**config.mk**
```make
export PLATFORM = sky130hd
export DESIGN_NAME = cmd_parity_check
export DESIGN_NICKNAME = d
export VERILOG_FILES = /design/src/rtl/cmd_parity_check.sv
export SDC_FILE = /design/constraint.sdc
export NUM_CORES = 1
export LEC_CHECK = 0
export BUFFER_PORTS_ARGS = -buffer_cell sky130_fd_sc_hd__clkbuf_2
export CELL_PAD_IN_SITES_DETAIL_PLACEMENT = 1
export CELL_PAD_IN_SITES_GLOBAL_PLACEMENT = 2
export CORE_MARGIN = 2
export CORE_UTILIZATION = 22
export DETAILED_ROUTE_END_ITERATION = 16
export PLACE_DENSITY_LB_ADDON = 0.1
export REMOVE_ABC_BUFFERS = 1
export SLEW_MARGIN = 20
export SYNTH_ARGS = -nofsm -noshare
export SYNTH_HDL_FRONTEND = slang
export SYNTH_SLANG_ARGS = --single-unit
```
**constraint.sdc**
```tcl
create_clock -name clk -period 2.4 [get_ports clk]
set_clock_uncertainty 0.2 [all_clocks]
set_input_delay 0.36 -clock clk [delete_from_list [all_inputs] [get_ports clk]]
set_output_delay 0.36 -clock clk [all_outputs]
set_load 0.01 [all_outputs]
```
**src/rtl/cmd_parity_check.sv**
```systemverilog
`timescale 1ns/1ps
module cmd_parity_check #(
  parameter int ADDR_W   = 16,
  parameter int BANK_W   = 3,
  parameter int CS_W     = 4,
  parameter int OUT_LAT  = 3,
  parameter int HOLD_CYC = 2
) (
  input  logic              clk,
  input  logic              rst_n,
  input  logic [ADDR_W-1:0] cmd_addr,
  input  logic [BANK_W-1:0] cmd_bank,
  input  logic              cmd_ras,
  input  logic              cmd_cas,
  input  logic              cmd_we,
  input  logic [CS_W-1:0]   cs_n,
  input  logic              par_late,
  output logic              perr_n
);
  localparam int WORD_W = ADDR_W + BANK_W + 3;
  localparam int PIPE_D = OUT_LAT - 1;
  localparam int CNT_W  = $clog2(HOLD_CYC + 1);

  logic [WORD_W-1:0] word;
  logic              w_odd, w_qual;
  logic [PIPE_D-1:0] pipe;
  logic [CNT_W-1:0]  hold_cnt;
  logic              pipe_last;

  assign word      = {cmd_we, cmd_cas, cmd_ras, cmd_bank, cmd_addr};
  assign pipe_last = pipe[PIPE_D-1];
  assign perr_n    = (hold_cnt == '0);

  // word stage: bit sum and chip-select qualifier travel together
  always_ff @(posedge clk or negedge rst_n) begin
    if (!rst_n) begin
      w_odd  <= 1'b0;
      w_qual <= 1'b0;
    end else begin
      w_odd  <= ^word;
      w_qual <= ~(&cs_n);
    end
  end

  // late parity joins here, then the result walks to the output
  always_ff @(posedge clk or negedge rst_n) begin
    if (!rst_n) begin
      pipe <= '0;
    end else begin
      pipe[0] <= w_qual & (w_odd ^ par_late);
      for (int i = 1; i < PIPE_D; i++) pipe[i] <= pipe[i-1];
    end
  end

  always_ff @(posedge clk or negedge rst_n) begin
    if (!rst_n)              hold_cnt <= '0;
    else if (pipe_last)      hold_cnt <= CNT_W'(HOLD_CYC);
    else if (hold_cnt != '0) hold_cnt <= hold_cnt - 1'b1;
  end


  reset_high_chk: assert property (@(posedge clk) !rst_n |-> perr_n);

  desel_pass_chk: assert property (@(posedge clk) disable iff (!rst_n)
    !w_qual |=> !pipe[0]);

  result_low_chk: assert property (@(posedge clk) disable iff (!rst_n)
    $past(pipe_last) |-> !perr_n);

  hold_two_chk: assert property (@(posedge clk) disable iff (!rst_n)
    $fell(perr_n) |=> !perr_n);

  fall_cause_chk: assert property (@(posedge clk) disable iff (!rst_n)
    $fell(perr_n) |-> $past(pipe_last));

  idle_high_chk: assert property (@(posedge clk) disable iff (!rst_n)
    (perr_n && !pipe_last) |=> perr_n);
endmodule

```
; Yosys cells after proc, flatten, opt, wreduce, memory -nomap -nowiden
; Cells that the tools add are included.
[word_totals]
regBits = 6
input_bits = 29
output_inout_bits = 1
word_cells = 15
[classes]
n_addsub = 1
mux = 2
n_bitwise = 3
n_reduce_logical = 5
[op_table]
columns = op, count
row1 = XOR reduction 22 bit, 1
row2 = 2-to-1 mux 2 bit, 2
row3 = AND reduction 4 bit, 1
row4 = nonzero test 2 bit, 2
row5 = zero test 2 bit, 1
row6 = subtractor 2 x 1 -> 2 bit (second input constant), 1
row7 = bitwise AND 1 bit, 1
row8 = NOT 1 bit, 1
row9 = XOR 1 bit, 1

; Depth between registers and ports, before layout
; Gate-level depths: netlist (run 1).
[logic_depth]
ltp_word = 3
mapped_depth = 4
ltp_nobuf = 4

; Worst setup path before layout (run 1)
; No wires, ideal clock.
[synth_timing]
path_kind = in2reg
startpoint = in cmd_addr[8]
endpoint = reg w_odd
arrival_ps = 1176
required_ps = 2066
setup_slack_ps = 890
path_stages = 4
path_buffers = 0
path_cell_list = xnor2_1 xnor2_1 xnor2_1 xnor3_1
[synth_between]
elab_chain_cells = 1
[synth_lines]
columns = item, line_no
row1 = from (decl), 11  ; input logic [ADDR_W-1:0] cmd_addr,
row2 = XOR reduction 22 bit, 40  ; w_odd <= ^word;
row3 = to (signal assigned), 40
row4 = to (decl), 25  ; logic w_odd, w_qual;
; No other way between the ends.
; A chain may end at the register's enable or synchronous reset.

; Worst setup path in the final report (run 1)
[layout_timing]
startpoint = reg hold_cnt[0]
endpoint = out perr_n
[layout_between]
elab_chain_cells = 1
[layout_lines]
columns = item, line_no
row1 = from (decl), 27  ; logic [CNT_W-1:0] hold_cnt;
row2 = from (signal assigned), 57  ; else if (pipe_last) hold_cnt <= CNT_W'(HOLD_CYC);
row3 = from (signal assigned), 58  ; else if (hold_cnt != '0) hold_cnt <= hold_cnt - 1'b1;
row4 = zero test 2 bit, 32  ; assign perr_n = (hold_cnt == '0);
row5 = to (decl), 18  ; output logic perr_n
; No other way between the ends.

==> results.rst, run 1 <==
.. list-table::
   :header-rows: 1

   * - Metric
     - Value
   * - Run status
     - completed
   * - TritonCTS Sinks
     - 6
   * - Commonest non-fill, non-tap cells in the layout
     - sky130_fd_sc_hd__clkbuf_2, sky130_fd_sc_hd__xnor2_1, sky130_fd_sc_hd__dfrtp_1
   * - Share of cells above drive strength 1
     - 47.8%
   * - Critical path class
     - flip-flop to primary output
   * - Startpoint type of the worst setup path
     - flip-flop
   * - # hold bufs at CTS
     - 1
   * - First-pass GRT wire length
     - 1.19 mm
   * - Via count
     - 355
   * - Slack of the worst reg-to-reg path
     - 1.06 ns
   * - End of the worst register-to-register path
     - hold_cnt[1]
   * - Largest driver fanout on the critical path
     - 3
   * - Final-layout setup total negative slack
     - 0 ns
   * - Total die area
     - 2220 um2
   * - Highest ir drop seen on vdd
     - 0.417 mV
   * - Number of flip-flops and latches in the synthesized netlist
     - 6
   * - Cell area after synthesis
     - 409 um2
   * - Setup repair after global routing missed its margin
     - false
   * - Post-synthesis sequential area ratio
     - 36.7%
   * - Core area
     - 1750 um2
   * - Highest Clock Rate
     - 0.627 GHz
   * - Total of cells resized after clock tree synthesis
     - 0
   * - Slew of the pin with the lowest slew margin
     - 0.216 ns
   * - Overall routing resource usage
     - 8.19%
   * - Max-cap violation count
     - 0
   * - Post-place instance area
     - 586 um2
   * - H-Tree Depth
     - 1
   * - Most common cell after layout, fill and taps aside
     - sky130_fd_sc_hd__clkbuf_2
   * - Post-DR wirelength/cell
     - 7.80 um
   * - Number of buffers added on ports
     - 29
   * - Count of cell types in the netlist
     - 11
   * - Clk buf depth
     - 2
   * - Avg Cell Area, Syn
     - 11.4 um2
   * - Sum of overflow across all layers after global routing
     - 0
   * - Via count of the first global-routing pass
     - 330
   * - Post-layout instance area
     - 618 um2
   * - Antenna Nets Post-Route
     - 0
   * - Final net count
     - 101
   * - Weighted congestion reported at the end of routability-driven placement
     - 0.573
   * - Ports
     - 30
   * - Final worst-path cycle share
     - 66.5%
   * - Initial DRC Count
     - 0
   * - Initial Util
     - 23.4%
   * - Critical path launch point
     - hold_cnt[0]
   * - Setup Viol. Count Final
     - 0
   * - Fin. max-slew vios
     - 0
   * - Initial DRT Pass Iterations
     - 1
   * - Number of cells on the worst reg-to-reg path
     - 4
   * - Area used by sequential logic in the layout
     - 150 um2
   * - Arrival time reported for the critical path endpoint
     - 1.04 ns
   * - Dpl ws
     - 0.727 ns
   * - DIE HEIGHT
     - 47.1 um
   * - Number of warnings issued by yosys
     - 0
   * - Filler cell count
     - 221
   * - Final setup margin
     - 0.804 ns
   * - Slew HR
     - 85.5%
   * - Setup Fix Bufs, Post-CTS
     - 0
   * - Final min period
     - 1.60 ns
   * - Class of the tightest hold or removal check
     - primary input to flip-flop
   * - Critical path required time
     - 1.84 ns
   * - CTS buffer count
     - 3
   * - Clock latency reported for the late side of the worst-skew pair
     - 0.24 ns
   * - Static leakage power
     - 0.305 nW
   * - Number of hold-slack violations in the final timing report
     - 0
   * - Kind of end point of the critical path
     - primary output
   * - Via/cell ratio
     - 3.78
   * - Count of standard-cell rows
     - 15
   * - TritonCTS clock tree
     - built
   * - Root Driver
     - sky130_fd_sc_hd__clkbuf_4
   * - Multi-input logic area
     - 251 um2
   * - Antenna fix cells
     - 0
   * - Detailed-route DRC error count
     - 0
   * - Post-synthesis instance total
     - 36
   * - Syn-to-layout area delta
     - 51.1%
   * - Width of the die
     - 47.1 um
   * - Critical path endpoint
     - perr_n
   * - Pwr per Cell Area
     - 733 nW/um2
   * - Register clock-pin slew on the reported worst setup and hold paths
     - 0.05 ns
   * - Number of antenna violations at the first check in global routing
     - 0
   * - Origin of the critical flop-to-flop path
     - hold_cnt[0]
   * - Post-detailed-routing wire length
     - 733 um
   * - Maximum number of pins on one net before global-route repair
     - 7
[flip-flops by register name, summed over array words and instances, names as in the netlist]
| register | cells |
|---|---|
| w_odd | 1 |
| hold_cnt | 2 |
| pipe | 2 |
| w_qual | 1 |
[per-stage QoR]
stage / instances / total power [mW] / util [%] / hold slack [ns]
after global routing: 94 / 0.502 / 35.4 / 0.0922
after CTS: 94 / 0.464 / 35.4 / 0.0798
after floorplan: 36 / 0.312 / - / -0.136
after detailed placement: 90 / 0.365 / 33.5 / -0.00721
final: 94 / 0.453 / 35.4 / 0.0806
after global placement: 90 / 0.363 / 33.5 / -0.00623
[area by class of cell]
cell class / count / share of cell area (%)
repair buffers: 30 / 25.1
clock buffers: 3 / 3.64
well taps: 25 / 5.06
multi-input cells: 28 / 40.7
flip-flops and latches: 6 / 24.3
inverters: 2 / 1.21
[layer usage]
metal	vias up	GRT usage (%)	routed length (um)
li1	178	-	-
met1	162	8.71	230
met2	15	12.6	439
met3	0	4.62	63
met4	0	5.00	0
met5	-	0	0
[cells in the mapped netlist]
cell	number	area [um2]
sky130_fd_sc_hd__and2_1	1	6.26
sky130_fd_sc_hd__dfrtp_1	6	150
sky130_fd_sc_hd__mux2i_1	1	10.0
sky130_fd_sc_hd__xor2_1	4	35.0
sky130_fd_sc_hd__inv_1	2	7.51
sky130_fd_sc_hd__nor2_1	1	3.75
sky130_fd_sc_hd__ha_1	1	12.5
sky130_fd_sc_hd__nand4_1	1	6.26
sky130_fd_sc_hd__or2_2	1	6.26
sky130_fd_sc_hd__xnor2_1	17	149
sky130_fd_sc_hd__xnor3_1	1	22.5
[report_power, final]
group	internal, mW	switching [mW]
Combinational	0.124	0.0770
Clock	0.0565	0.0358
Sequential	0.145	0.0159
Total	0.325	0.129
[worst max-delay path, cell delays in order (launching register included)]
cell and delay [ns]:
sky130_fd_sc_hd__dfrtp_1 0.38, sky130_fd_sc_hd__inv_1 0.06, sky130_fd_sc_hd__ha_1 0.21, sky130_fd_sc_hd__clkbuf_2 0.15
[worst min path at each step]
stage | slack [ns] | to | cells past startpoint | startpoint
4_1_cts | 0.08 | w_qual | 2 | cs_n[1]
3_3_place_gp | -0.006 | pipe[0] | 1 | rst_n
3_5_place_dp | -0.007 | w_qual | 1 | rst_n
2_1_floorplan | -0.14 | hold_cnt[0] | 0 | rst_n
5_1_grt | 0.09 | w_qual | 2 | cs_n[1]
6_report | 0.08 | w_qual | 2 | cs_n[1]
[kinds of logic (layout without fill, tap and decap cells)]
group / count (synthesis) / in the layout / share of synthesized area [%]
simple gates: 4 / 4 / 5.51
buf+inv: 2 / 35 / 1.84
mux: 1 / 1 / 2.45
fa+ha+maj: 1 / 1 / 3.06
flops: 6 / 6 / 36.7
xor+xnor: 22 / 22 / 50.5
Note: power is estimated with default switching activity, not from simulation.
==> inputs of run 2 (changes only) <==
Settings changed: CORE_UTILIZATION 22 to 20.
Clock period 2.4 ns to 1.52 ns, I/O delays scaled along.
==> run 2 against run 1 <==
Net effect:
- core utilization decreased by 1.3 points
- critical path type unchanged
- final area is 7.3% higher
- setup slack worse by 0.73 ns
- sequential cell count is the same
- critical path depth is the same
==> results.rst, run 2 (same netlist as run 1, synthesis figures left out) <==
.. list-table::
   :header-rows: 1

   * - Metric
     - Value
   * - Run status
     - completed (unchanged)
   * - Root Driver
     - sky130_fd_sc_hd__clkbuf_4 (unchanged)
   * - Internal portion of total power
     - 0.523 mW (was 0.325 mW)
   * - Sum of net half-perimeters after detailed placement
     - 738 um
   * - Net switching power
     - 0.203 mW (was 0.129 mW)
   * - Registers with the highest flip-flop counts
     - hold_cnt (2), pipe (2) (unchanged)
   * - Proportion of total power due to net switching
     - 27.9% (was 28.4%)
   * - Via count of the first global-routing pass
     - 394 (was 330)
   * - Weighted congestion reported at the end of routability-driven placement
     - 0.623 (was 0.573)
   * - DIE HEIGHT
     - 49.2 um (was 47.1 um)
   * - Setup repair after global routing missed its margin
     - false (unchanged)
   * - Number of antenna violations at the first check in global routing
     - 0 (unchanged)
   * - CP Cell Sequence
     - inv_1, ha_2, clkbuf_2 (was inv_1, ha_1, clkbuf_2)
   * - Final worst-path cycle share
     - 94.8%
   * - Number of hold-slack violations in the final timing report
     - 0 (unchanged)
   * - Syn-to-layout area delta
     - 62.1% (was 51.1%)
   * - Area used by sequential logic in the layout
     - 150 um2 (unchanged)
   * - Dpl ws
     - -0.0204 ns (was 0.727 ns)
   * - Buf/Inv on CP
     - 2 (unchanged)
   * - Clk buf depth
     - 2 (unchanged)
   * - Count of standard-cell rows
     - 16 (was 15)
   * - Total die area
     - 2420 um2 (was 2220 um2)
   * - Static leakage power
     - 0.321 nW (was 0.305 nW)
   * - Sum of overflow across all layers after global routing
     - 0 (unchanged)
   * - Part of the power in registers
     - 35.0% (was 35.4%)
   * - Clock group share of total power
     - 19.1% (was 20.4%)
   * - Critical path class
     - flip-flop to primary output (unchanged)
   * - TritonCTS Sinks
     - 6 (unchanged)
   * - Wire length the detailed router placed on met1
     - 285 um (was 230 um)
   * - Max-cap violation count
     - 0 (unchanged)
   * - Overall routing resource usage
     - 7.79% (was 8.19%)
   * - Number of buffers added on ports
     - 29 (unchanged)
   * - Antenna fix cells
     - 0 (unchanged)
   * - Sum of met3 wire segment lengths after detailed routing
     - 74 um (was 63 um)
   * - Pwr per Cell Area
     - 1090 nW/um2 (was 733 nW/um2)
   * - First-pass GRT wire length
     - 1.47 mm (was 1.19 mm)
   * - Slew of the pin with the lowest slew margin
     - 0.190 ns (was 0.216 ns)
   * - Width of the die
     - 49.2 um (was 47.1 um)
   * - Startpoint type of the worst setup path
     - flip-flop (unchanged)
   * - Final Power
     - 0.726 mW (was 0.453 mW)
   * - Slew HR
     - 87.2% (was 85.5%)
   * - Maximum number of pins on one net before global-route repair
     - 7 (unchanged)
   * - Top routing layer in use
     - met3 (unchanged)
   * - H-Tree Depth
     - 1 (unchanged)
   * - Filler cell count
     - 240 (was 221)
   * - Initial DRT Pass Iterations
     - 1 (unchanged)
   * - Setup Viol. Count Final
     - 0 (unchanged)
   * - Final setup margin
     - 0.0786 ns (was 0.804 ns)
   * - Class of the tightest hold or removal check
     - primary input to flip-flop (unchanged)
   * - Via/cell ratio
     - 3.70 (was 3.78)
   * - Via count
     - 370 (was 355)
   * - Register clock-pin slew on the reported worst setup and hold paths
     - 0.05 ns (about the same)
   * - Maximum cell stage delay along the critical path
     - 0.38 ns (about the same)
   * - Cell family contributing the most delay on the critical path
     - flip-flops (unchanged)
   * - Final min period
     - 1.44 ns
   * - CTS buffer count
     - 3 (unchanged)
   * - Most common cell after layout, fill and taps aside
     - sky130_fd_sc_hd__clkbuf_2 (unchanged)
   * - Share of cells above drive strength 1
     - 46.6% (was 47.8%)
   * - Worst Hold Slack
     - 0.126 ns (was 0.0806 ns)
   * - Highest Clock Rate
     - 0.694 GHz
   * - Initial DRC Count
     - 0 (unchanged)
   * - Ports
     - 30 (unchanged)
   * - Critical path required time
     - 1.09 ns (was 1.84 ns)
   * - Clock latency reported for the late side of the worst-skew pair
     - 0.23 ns (was 0.24 ns)
   * - Cell at the slowest stage of the critical path
     - sky130_fd_sc_hd__dfrtp_1 (unchanged)
   * - TritonCTS clock tree
     - built (unchanged)
   * - Final net count
     - 105 (was 101)
   * - Highest ir drop seen on vdd
     - 0.463 mV (was 0.417 mV)
   * - Post-DR wirelength/cell
     - 8.10 um (was 7.80 um)
   * - Antenna Nets Post-Route
     - 0 (unchanged)
   * - Detailed-route DRC error count
     - 0 (unchanged)
   * - Largest driver fanout on the critical path
     - 3 (unchanged)
   * - Core area
     - 1940 um2 (was 1750 um2)
   * - Kind of end point of the critical path
     - primary output (unchanged)
   * - Initial Util
     - 21.1% (was 23.4%)
   * - Arrival time reported for the critical path endpoint
     - 1.01 ns (was 1.04 ns)
   * - Fraction of power consumed by combinational cells
     - 45.9% (was 44.2%)
   * - Multi-input logic area
     - 254 um2 (was 251 um2)
   * - Post-detailed-routing wire length
     - 810 um (was 733 um)
   * - Commonest non-fill, non-tap cells in the layout
     - sky130_fd_sc_hd__clkbuf_2, sky130_fd_sc_hd__xnor2_1, sky130_fd_sc_hd__dfrtp_1 (unchanged)
   * - Fin. max-slew vios
     - 0 (unchanged)
   * - Length of routed met2 wiring
     - 449 um (was 439 um)
run 2: changes by cell type in the layout (fill, tap and decap cells not counted):
cell and delta:
sky130_fd_sc_hd__dlygate4sd3_1 +4, sky130_fd_sc_hd__ha_1 -1, sky130_fd_sc_hd__ha_2 +1
run 2: timing repair:
| action | 4_1_cts | 5_1_grt |
|---|---|---|
| hold endpoints to repair | 7 | 0 |
| setup endpoints to repair | 0 | 1 |
| resized for setup | 0 | 1 |
| hold buffers | 5 | 0 |
| buffers inserted | 0 | 0 |
run 2: power by group through the flow:
stage               clock network, mW  logic [mW]  registers [mW]
floorplan                           0       0.243           0.250
global placement                    0       0.317           0.258
detailed placement                  0       0.326           0.260
CTS                             0.145       0.339           0.257
global route                    0.158       0.370           0.268
finish                          0.138       0.334           0.254
run 2: final cells by class:
type	count	share of cell area (%)
multi-input combinational	28	38.3
clock buffer	3	3.40
tap	27	5.09
inverter	2	1.13
timing repair buffer	34	29.4
sequential	6	22.6
run 2: worst paths after layout:
| kind | slack, ns | from | depth (start not counted) | end |
|---|---|---|---|---|
| setup / recovery | 0.08 | hold_cnt[0] | 3 | perr_n |
| hold / removal | 0.13 | par_late | 3 | pipe[0] |
| setup reg to reg | 0.18 | hold_cnt[0] | 4 | hold_cnt[1] |
| hold reg to reg | 0.15 | pipe[0] | 0 | pipe[1] |
| max in group asynchronous | 0.81 | rst_n | 2 | w_odd |
| min in group asynchronous | 0.16 | rst_n | 2 | pipe[0] |
run 2: routing by layer:
metal	vias to the layer above	GRT usage, %
li1	186	-
met1	164	7.33
met2	20	15.5
met3	0	1.23
met4	0	4.29
met5	-	0
run 2: tightest hold or removal path: stages:
cell and delay [ns]:
sky130_fd_sc_hd__clkbuf_2 0.09, sky130_fd_sc_hd__xor2_1 0.05, sky130_fd_sc_hd__and2_1 0.15
run 2: through the flow:
step                      setup TNS (ns)  cells  utilization (%)  instance area [um2]
final                                  0    100             34.1                  663
after global routing                   0    100             34.1                  663
after CTS                              0    100             34.0                  661
after detailed placement         -0.0204     92             30.3                  588
after global placement                 0     92             30.3                  588
after floorplan                        0     36                -                  409
